$ cat config.mk
export PLATFORM = sky130hd
export DESIGN_NAME = selftest_seq
export DESIGN_NICKNAME = d
export VERILOG_FILES = /design/src/rtl/selftest_pkg.sv /design/src/rtl/selftest_romsum.sv /design/src/rtl/selftest_pattern.sv /design/src/rtl/selftest_seq.sv
export SDC_FILE = /design/constraint.sdc
export NUM_CORES = 1
export LEC_CHECK = 0
export BUFFER_PORTS_ARGS = -buffer_cell sky130_fd_sc_hd__buf_2
export CORE_ASPECT_RATIO = 1.5
export CORE_MARGIN = 2
export CORE_UTILIZATION = 52
export CTS_BUF_LIST = sky130_fd_sc_hd__clkbuf_4
export DETAILED_ROUTE_END_ITERATION = 10
export PLACE_DENSITY_LB_ADDON = 0.25
export SYNTH_ARGS = -nofsm -noshare
export SYNTH_HDL_FRONTEND = slang
export SYNTH_SLANG_ARGS = --single-unit
$ cat constraint.sdc
create_clock -name clk -period 3.1 [get_ports clk]
set_clock_uncertainty 0.2 [all_clocks]
set_input_delay 0.465 -clock clk [delete_from_list [all_inputs] [get_ports clk]]
set_output_delay 0.465 -clock clk [all_outputs]
set_load 0.01 [all_outputs]
$ cat src/rtl/selftest_pkg.sv
package selftest_pkg;
   typedef enum logic [1:0] {
      MODE_OFF  = 2'd0,
      MODE_DARK = 2'd1,
      MODE_CHK  = 2'd2,
      MODE_INV  = 2'd3
   } ovr_mode_e;

   localparam logic [7:0] BLANK_CODE = 8'h20;
   localparam int         SUMW       = 8;
   localparam int         PASS_BIT   = 5;
endpackage

$ cat src/rtl/selftest_romsum.sv
module selftest_romsum #(
   parameter int GLYPHS  = 128,
   parameter int ROWS    = 7,
   parameter int COLS    = 5,
   parameter int ROM_LAT = 1,
   localparam int CODEW  = $clog2(GLYPHS),
   localparam int ROWW   = $clog2(ROWS)
) (
   input  logic                           clk,
   input  logic                           rst_n,
   input  logic                           go_i,
   output logic [CODEW-1:0]               rom_code_o,
   output logic [ROWW-1:0]                rom_row_o,
   input  logic [COLS-1:0]                rom_data_i,
   output logic [selftest_pkg::SUMW-1:0]  sum_o
);
   import selftest_pkg::*;

   logic             act_q;
   logic [CODEW-1:0] code_q;
   logic [ROWW-1:0]  row_q;
   logic [SUMW-1:0]  sum_q;
   logic             take;

   localparam logic [ROWW-1:0]  LAST_ROW  = ROWW'(ROWS - 1);
   localparam logic [CODEW-1:0] LAST_CODE = CODEW'(GLYPHS - 1);

   if (COLS > SUMW) begin : g_bad_cols
      $error("selftest_romsum: COLS must not exceed checksum width");
   end
   if (ROM_LAT != 0 && ROM_LAT != 1) begin : g_bad_lat
      $error("selftest_romsum: ROM_LAT must be 0 or 1");
   end

   // ROM read latency picks the data-valid source
   if (ROM_LAT == 0) begin : g_comb_rom
      assign take = act_q;
   end else begin : g_reg_rom
      logic vld_q;
      always_ff @(posedge clk) begin
         if (!rst_n) vld_q <= 1'b0;
         else        vld_q <= act_q;
      end
      assign take = vld_q;
   end

   always_ff @(posedge clk) begin
      if (!rst_n) begin
         act_q  <= 1'b0;
         code_q <= '0;
         row_q  <= '0;
         sum_q  <= '0;
      end else if (go_i) begin
         act_q  <= 1'b1;
         code_q <= '0;
         row_q  <= '0;
         sum_q  <= '0;
      end else begin
         if (act_q) begin
            if (row_q == LAST_ROW) begin
               row_q <= '0;
               if (code_q == LAST_CODE) begin
                  code_q <= '0;
                  act_q  <= 1'b0;
               end else begin
                  code_q <= code_q + 1'b1;
               end
            end else begin
               row_q <= row_q + 1'b1;
            end
         end
         if (take) sum_q <= sum_q + SUMW'(rom_data_i);
      end
   end

   assign rom_code_o = code_q;
   assign rom_row_o  = row_q;
   assign sum_o      = sum_q;


   property addr_walk_p;
      @(posedge clk) disable iff (!rst_n)
      (act_q && $past(act_q)) |->
         ((row_q == '0) ? ($past(row_q) == LAST_ROW && code_q == $past(code_q) + 1'b1)
                        : (row_q == $past(row_q) + 1'b1 && code_q == $past(code_q)));
   endproperty
   addr_walk_chk: assert property (addr_walk_p);


   property addr_idle_p;
      @(posedge clk) disable iff (!rst_n)
      (!act_q && !go_i) |=> (!act_q || $past(go_i)) ;
   endproperty
   addr_idle_chk: assert property (addr_idle_p);
endmodule

$ cat src/rtl/selftest_pattern.sv
module selftest_pattern #(
   parameter int ROWS     = 7,
   parameter int COLS     = 5,
   parameter int CW       = 18,
   parameter int SCAN_CYC = 897,
   parameter int PAT_CLKS = 114688,
   localparam int FRAMEW  = ROWS * COLS,
   localparam int INV_BEG = SCAN_CYC + PAT_CLKS,
   localparam int TAIL_BEG = SCAN_CYC + 2 * PAT_CLKS
) (
   input  logic              clk,
   input  logic              rst_n,
   input  logic              busy_i,
   input  logic [CW-1:0]     cnt_i,
   output logic              ovr_en_o,
   output logic [FRAMEW-1:0] ovr_frame_o
);
   import selftest_pkg::*;

   ovr_mode_e mode;

   always_comb begin
      if (!busy_i)                        mode = MODE_OFF;
      else if (cnt_i < CW'(SCAN_CYC))     mode = MODE_DARK;
      else if (cnt_i < CW'(INV_BEG))      mode = MODE_CHK;
      else if (cnt_i < CW'(TAIL_BEG))     mode = MODE_INV;
      else                                mode = MODE_DARK;
   end

   for (genvar r = 0; r < ROWS; r++) begin : g_row
      for (genvar c = 0; c < COLS; c++) begin : g_col
         localparam bit EVEN = ((r + c) % 2) == 0;
         assign ovr_frame_o[r*COLS + c] =
            (mode == MODE_CHK) ? EVEN :
            (mode == MODE_INV) ? !EVEN : 1'b0;
      end
   end

   assign ovr_en_o = busy_i;


   property idle_dark_p;
      @(posedge clk) disable iff (!rst_n)
      !busy_i |-> (ovr_frame_o == '0 && !ovr_en_o);
   endproperty
   idle_dark_chk: assert property (idle_dark_p);


   property one_pattern_p;
      @(posedge clk) disable iff (!rst_n)
      $onehot0({mode == MODE_CHK, mode == MODE_INV});
   endproperty
   one_pattern_chk: assert property (one_pattern_p);


   property inv_after_chk_p;
      @(posedge clk) disable iff (!rst_n)
      $rose(mode == MODE_INV) |-> $past(mode == MODE_CHK);
   endproperty
   inv_after_chk_chk: assert property (inv_after_chk_p);
endmodule

$ cat src/rtl/selftest_seq.sv
module selftest_seq #(
   parameter int GLYPHS   = 128,
   parameter int ROWS     = 7,
   parameter int COLS     = 5,
   parameter int DIGITS   = 8,
   parameter int ROM_LAT  = 1,
   parameter int RUN_CLKS = 262144,
   parameter int PAT_CLKS = 114688,
   parameter logic [7:0] EXP_SUM = 8'h00,
   localparam int CODEW    = $clog2(GLYPHS),
   localparam int ROWW     = $clog2(ROWS),
   localparam int FRAMEW   = ROWS * COLS,
   localparam int CW       = $clog2(RUN_CLKS + 1),
   localparam int SCAN_CYC = GLYPHS * ROWS + ROM_LAT
) (
   input  logic              clk,
   input  logic              rst_n,
   input  logic              start_i,
   output logic              busy_o,
   output logic [CODEW-1:0]  rom_code_o,
   output logic [ROWW-1:0]   rom_row_o,
   input  logic [COLS-1:0]   rom_data_i,
   output logic              ovr_en_o,
   output logic [FRAMEW-1:0] ovr_frame_o,
   output logic              rf_restore_o,
   output logic [7:0]        rf_ctrl_o,
   output logic [7:0]        rf_char_o,
   output logic [3:0]        rf_glyph_o,
   output logic [DIGITS-1:0] rf_flash_o,
   output logic              pass_o
);
   import selftest_pkg::*;

   if (RUN_CLKS < SCAN_CYC + 2 * PAT_CLKS) begin : g_bad_len
      $error("selftest_seq: RUN_CLKS too short for scan and both patterns");
   end
   if (PAT_CLKS < 1) begin : g_bad_pat
      $error("selftest_seq: PAT_CLKS must be positive");
   end

   localparam logic [CW-1:0] LAST_CNT = CW'(RUN_CLKS - 1);

   logic            busy_q;
   logic [CW-1:0]   cnt_q;
   logic            restore_q;
   logic            pass_q;
   logic            go;
   logic [SUMW-1:0] sum;

   assign go = start_i && !busy_q;

   always_ff @(posedge clk) begin
      if (!rst_n) begin
         busy_q    <= 1'b0;
         cnt_q     <= '0;
         restore_q <= 1'b0;
         pass_q    <= 1'b0;
      end else begin
         restore_q <= 1'b0;
         if (go) begin
            busy_q <= 1'b1;
            cnt_q  <= '0;
         end else if (busy_q) begin
            if (cnt_q == LAST_CNT) begin
               busy_q    <= 1'b0;
               cnt_q     <= '0;
               restore_q <= 1'b1;
               pass_q    <= (sum == EXP_SUM);
            end else begin
               cnt_q <= cnt_q + 1'b1;
            end
         end
      end
   end

   selftest_romsum #(
      .GLYPHS (GLYPHS),
      .ROWS   (ROWS),
      .COLS   (COLS),
      .ROM_LAT(ROM_LAT)
   ) u_sum (
      .clk       (clk),
      .rst_n     (rst_n),
      .go_i      (go),
      .rom_code_o(rom_code_o),
      .rom_row_o (rom_row_o),
      .rom_data_i(rom_data_i),
      .sum_o     (sum)
   );

   selftest_pattern #(
      .ROWS    (ROWS),
      .COLS    (COLS),
      .CW      (CW),
      .SCAN_CYC(SCAN_CYC),
      .PAT_CLKS(PAT_CLKS)
   ) u_pat (
      .clk        (clk),
      .rst_n      (rst_n),
      .busy_i     (busy_q),
      .cnt_i      (cnt_q),
      .ovr_en_o   (ovr_en_o),
      .ovr_frame_o(ovr_frame_o)
   );

   always_comb begin
      rf_ctrl_o           = 8'h00;
      rf_ctrl_o[PASS_BIT] = pass_q;
   end

   assign busy_o       = busy_q;
   assign rf_restore_o = restore_q;
   assign rf_char_o    = BLANK_CODE;
   assign rf_glyph_o   = 4'hF;
   assign rf_flash_o   = '0;
   assign pass_o       = pass_q;


   property start_cause_p;
      @(posedge clk) disable iff (!rst_n)
      $rose(busy_q) |-> $past(start_i);
   endproperty
   start_cause_chk: assert property (start_cause_p);


   property ignore_start_p;
      @(posedge clk) disable iff (!rst_n)
      (busy_q && start_i && cnt_q != LAST_CNT) |=> (busy_q && cnt_q == $past(cnt_q) + 1'b1);
   endproperty
   ignore_start_chk: assert property (ignore_start_p);


   property restore_after_run_p;
      @(posedge clk) disable iff (!rst_n)
      restore_q |-> ($past(busy_q) && !busy_q);
   endproperty
   restore_after_run_chk: assert property (restore_after_run_p);


   property restore_once_p;
      @(posedge clk) disable iff (!rst_n)
      restore_q |=> !restore_q;
   endproperty
   restore_once_chk: assert property (restore_once_p);
endmodule

==> flow_metrics.env <==
export IMPL_status="complete, no violations"
export IMPL_routed_wl_mm=4.149
export IMPL_rsz0062_at_grt="yes"
export IMPL_synthArstFlopShare_pct=0
export IMPL_die_w_um=61.29
export IMPL_routedWlPerCell_um=10.72
export IMPL_slew_headroom_pct=60.27
export IMPL_ios=85
export IMPL_max_stage_delay_ns=0.53
export IMPL_drc=0
export IMPL_critical_path_cell_chain="or4_4 -> nor4_4 -> o21ai_2 -> mux2_4 -> nor3_4 -> buf_6 -> buf_2"
export IMPL_drt_initial_drc_count=35
export IMPL_clk_latency_ns=0.35
export IMPL_synth_edf_count=0
export IMPL_place_inst=378
export IMPL_rows=31
export IMPL_ant_nets=0
export IMPL_via_count=1828
export IMPL_io_buffer_count=57
export IMPL_cts_tree="yes"
export IMPL_placed_cell_area_um2=2536
export IMPL_drtPass1Iterations=4
export IMPL_nets=336
export IMPL_avgSynthCellArea_um2=8.648
export IMPL_fillerInstances=459
export IMPL_netlist_area_um2=2560
export IMPL_clk_pin_slew_ns=0.13
export IMPL_worstMarginPinSlew_ns=0.5945
export IMPL_grt_busiest_layer="met2"
export IMPL_drive_gt1_share_pct=25.55
export IMPL_grt_pass1_vias=1664
export IMPL_layout_setup_ws_ns=0.09060
export IMPL_antenna_found_initial=0
export IMPL_synth_cell_types=46
export IMPL_cts_path_max_buffers=2
export IMPL_holdBufCountCts=0
export IMPL_grt_usage_pct=15.88
export IMPL_drv_cap=0
export IMPL_ys_ff_latch=42
export IMPL_hold_violations=0
export IMPL_netlist_top_cells_area="dfxtp_1 (33%), buf_4 (18%), xor2_1 (5.5%)"
export IMPL_setup_worst_path_start_class="flip-flop"
export IMPL_crit_buf_inv=2
export IMPL_yosysTopAreaCell="dfxtp_1"
export IMPL_start_util_pct=53.66
export IMPL_synth_top_area_share_pct=32.84
export IMPL_cp_end_kind="output pin"
export IMPL_core_um2=4771
export IMPL_gp_congestion=0.7302
export IMPL_use_met2_pct=28.37
export IMPL_synth_seq_area_share_pct=32.84
export IMPL_pre_cts_ws_ns=0.4743
export IMPL_cp_arrival_ns=2.34
export IMPL_grt_max_degree=19
export IMPL_min_path_type="in -> reg"
export IMPL_cts_root_buf="clkbuf_4"
export IMPL_cellLeakagePower_nw=1.219
export IMPL_slew_viol_final=0
export IMPL_ys_flop_type="dfxtp_1"
export IMPL_fmax_mhz=332.3
export IMPL_synth_most_common_cell="buf_4"
export IMPL_critPathKind="reg -> out"
export IMPL_p_per_area_nw_per_um2=398.3
export IMPL_grt_pass1_wl_mm=6.927
export IMPL_overflow=0
export IMPL_areaGrowthSynthToFinish_pct=4.741
export IMPL_viasPerCell=4.724
export IMPL_crit_required_ns=2.43
export IMPL_grt_use_met1_pct=16.83
export IMPL_post_route_min_period_ns=3.009
export IMPL_grt_util_met3_pct=4.748
export IMPL_diodes=0
export IMPL_yosys_top_cells_count="buf_4 (62), dfxtp_1 (42), nor2_1 (36)"
export IMPL_crit_family="simple AND/OR/NAND/NOR gates"
export IMPL_syn_inst=296
export IMPL_cp_slowest_cell="or4_4"
export IMPL_cp_max_fo=9
export IMPL_synth_warnings=0
export IMPL_die_y_um=89.93
export IMPL_dp_hpwl_mm=3.166
export IMPL_htreeDepth=2
export IMPL_cts_buffers_inserted=5
export IMPL_die_area_um2=5512
export IMPL_layout_worst_path_cycle_share_pct=97.08
export IMPL_clkSinkCount=42
export IMPL_finalSetupViolations=0
export IMPL_ir_worst_vdd_uv=278.2
export IMPL_fin_cells=387
export IMPL_finalInstanceArea_um2=2681
## per-stage QoR
step | hold WS, ns | utilization, % | TNS [ns] | total power [mW]
after floorplan | 0.2121 | - | 0 | 0.6559
after global placement | 0.2214 | 53.16 | 0 | 0.6439
after detailed placement | 0.2297 | 53.16 | 0 | 0.6455
after CTS | 0.1253 | 55.39 | 0 | 1.079
after global routing | 0.1199 | 56.20 | -0.9707 | 1.120
final | 0.1441 | 56.20 | 0 | 1.068
## worst register-to-register path, cell delays in order (launching register included)
cell and delay [ns]:
dfxtp_1 0.38, ha_1 0.20, inv_1 0.07, fa_1 0.40, nor2b_1 0.13, o21ai_0 0.11, nor2b_1 0.16, xnor2_1 0.13
a31o_2 0.24
## worst paths after layout
kind,start,to,slack (ns),depth (start not counted)
worst max-delay path,cnt_q[0]$_SDFFE_PP0P_,ovr_frame_o[20],0.09,7
worst min-delay path,start_i,busy_o$_SDFF_PN0_,0.14,2
worst max register to register,u_sum.sum_o[0]$_SDFFE_PP0P_,u_sum.sum_o[4]$_SDFFE_PP0P_,0.99,8
worst min register to register,cnt_q[18]$_SDFFE_PP0P_,cnt_q[18]$_SDFFE_PP0P_,0.25,2
## power by group
| group | switching (mW) | internal [mW] | leakage [nW] |
|---|---|---|---|
| Combinational | 0.0489 | 0.0280 | 0.824 |
| Clock | 0.180 | 0.252 | 0.0554 |
| Sequential | 0.0122 | 0.547 | 0.340 |
| Total | 0.241 | 0.827 | 1.22 |
## metal layers
metal	routed length, µm	up-vias
met5	0	-
met4	59	0
met3	192	8
met2	2194	45
met1	1703	830
li1	-	945
## registers in the layout (all words and copies together) (netlist names)
| register | count |
|---|---|
| u_sum.rom_code_o | 7 |
| busy_o | 1 |
| rf_restore_o | 1 |
| cnt_q | 19 |
| u_sum.sum_o | 8 |
| pass_o | 1 |
| u_sum.act_q | 1 |
| u_sum.g_reg_rom.vld_q | 1 |
| u_sum.rom_row_o | 3 |
## cell type report
cell class / count / area [µm²] / share of cell area, %
Multi-Input combinational cell: 203 / 1305 / 48.67
Sequential cell: 42 / 842.1 / 31.40
Timing Repair Buffer: 60 / 315.3 / 11.76
Tap cell: 66 / 82.58 / 3.080
Clock inverter: 3 / 68.82 / 2.566
Clock buffer: 5 / 37.54 / 1.400
Inverter: 8 / 30.03 / 1.120
## cells by family after synthesis
group	after synthesis	share of synthesized area, %
simple gates	108	23.61
buf+inv	76	20.72
fa+ha+maj	8	4.203
flops	42	32.84
compound gates	26	6.060
other cells	2	0.2934
mux	8	3.372
xor+xnor	26	8.895
## repair_timing
item	in CTS	in global routing
setup endpoints to repair	0	18
buffers inserted	0	0
resized for setup	0	8
## layout by cell type (no fill, tap or decap), types with 3 or more instances in the layout
| master | instances |
|---|---|
| xnor2_1 | 10 |
| nor3_1 | 3 |
| nor2b_1 | 4 |
| nand3_1 | 9 |
| nor4_1 | 3 |
| nor3b_1 | 3 |
| conb_1 | 27 |
| ha_1 | 7 |
| clkbuf_4 | 5 |
| buf_2 | 57 |
| inv_1 | 8 |
| nand2_1 | 23 |
| nor2_1 | 36 |
| nand2b_1 | 3 |
| mux2i_1 | 6 |
| a21oi_1 | 9 |
| xor2_1 | 16 |
| o21ai_0 | 7 |
| nand4_1 | 4 |
| dfxtp_1 | 41 |
Note: power is estimated with default switching activity, not from simulation.
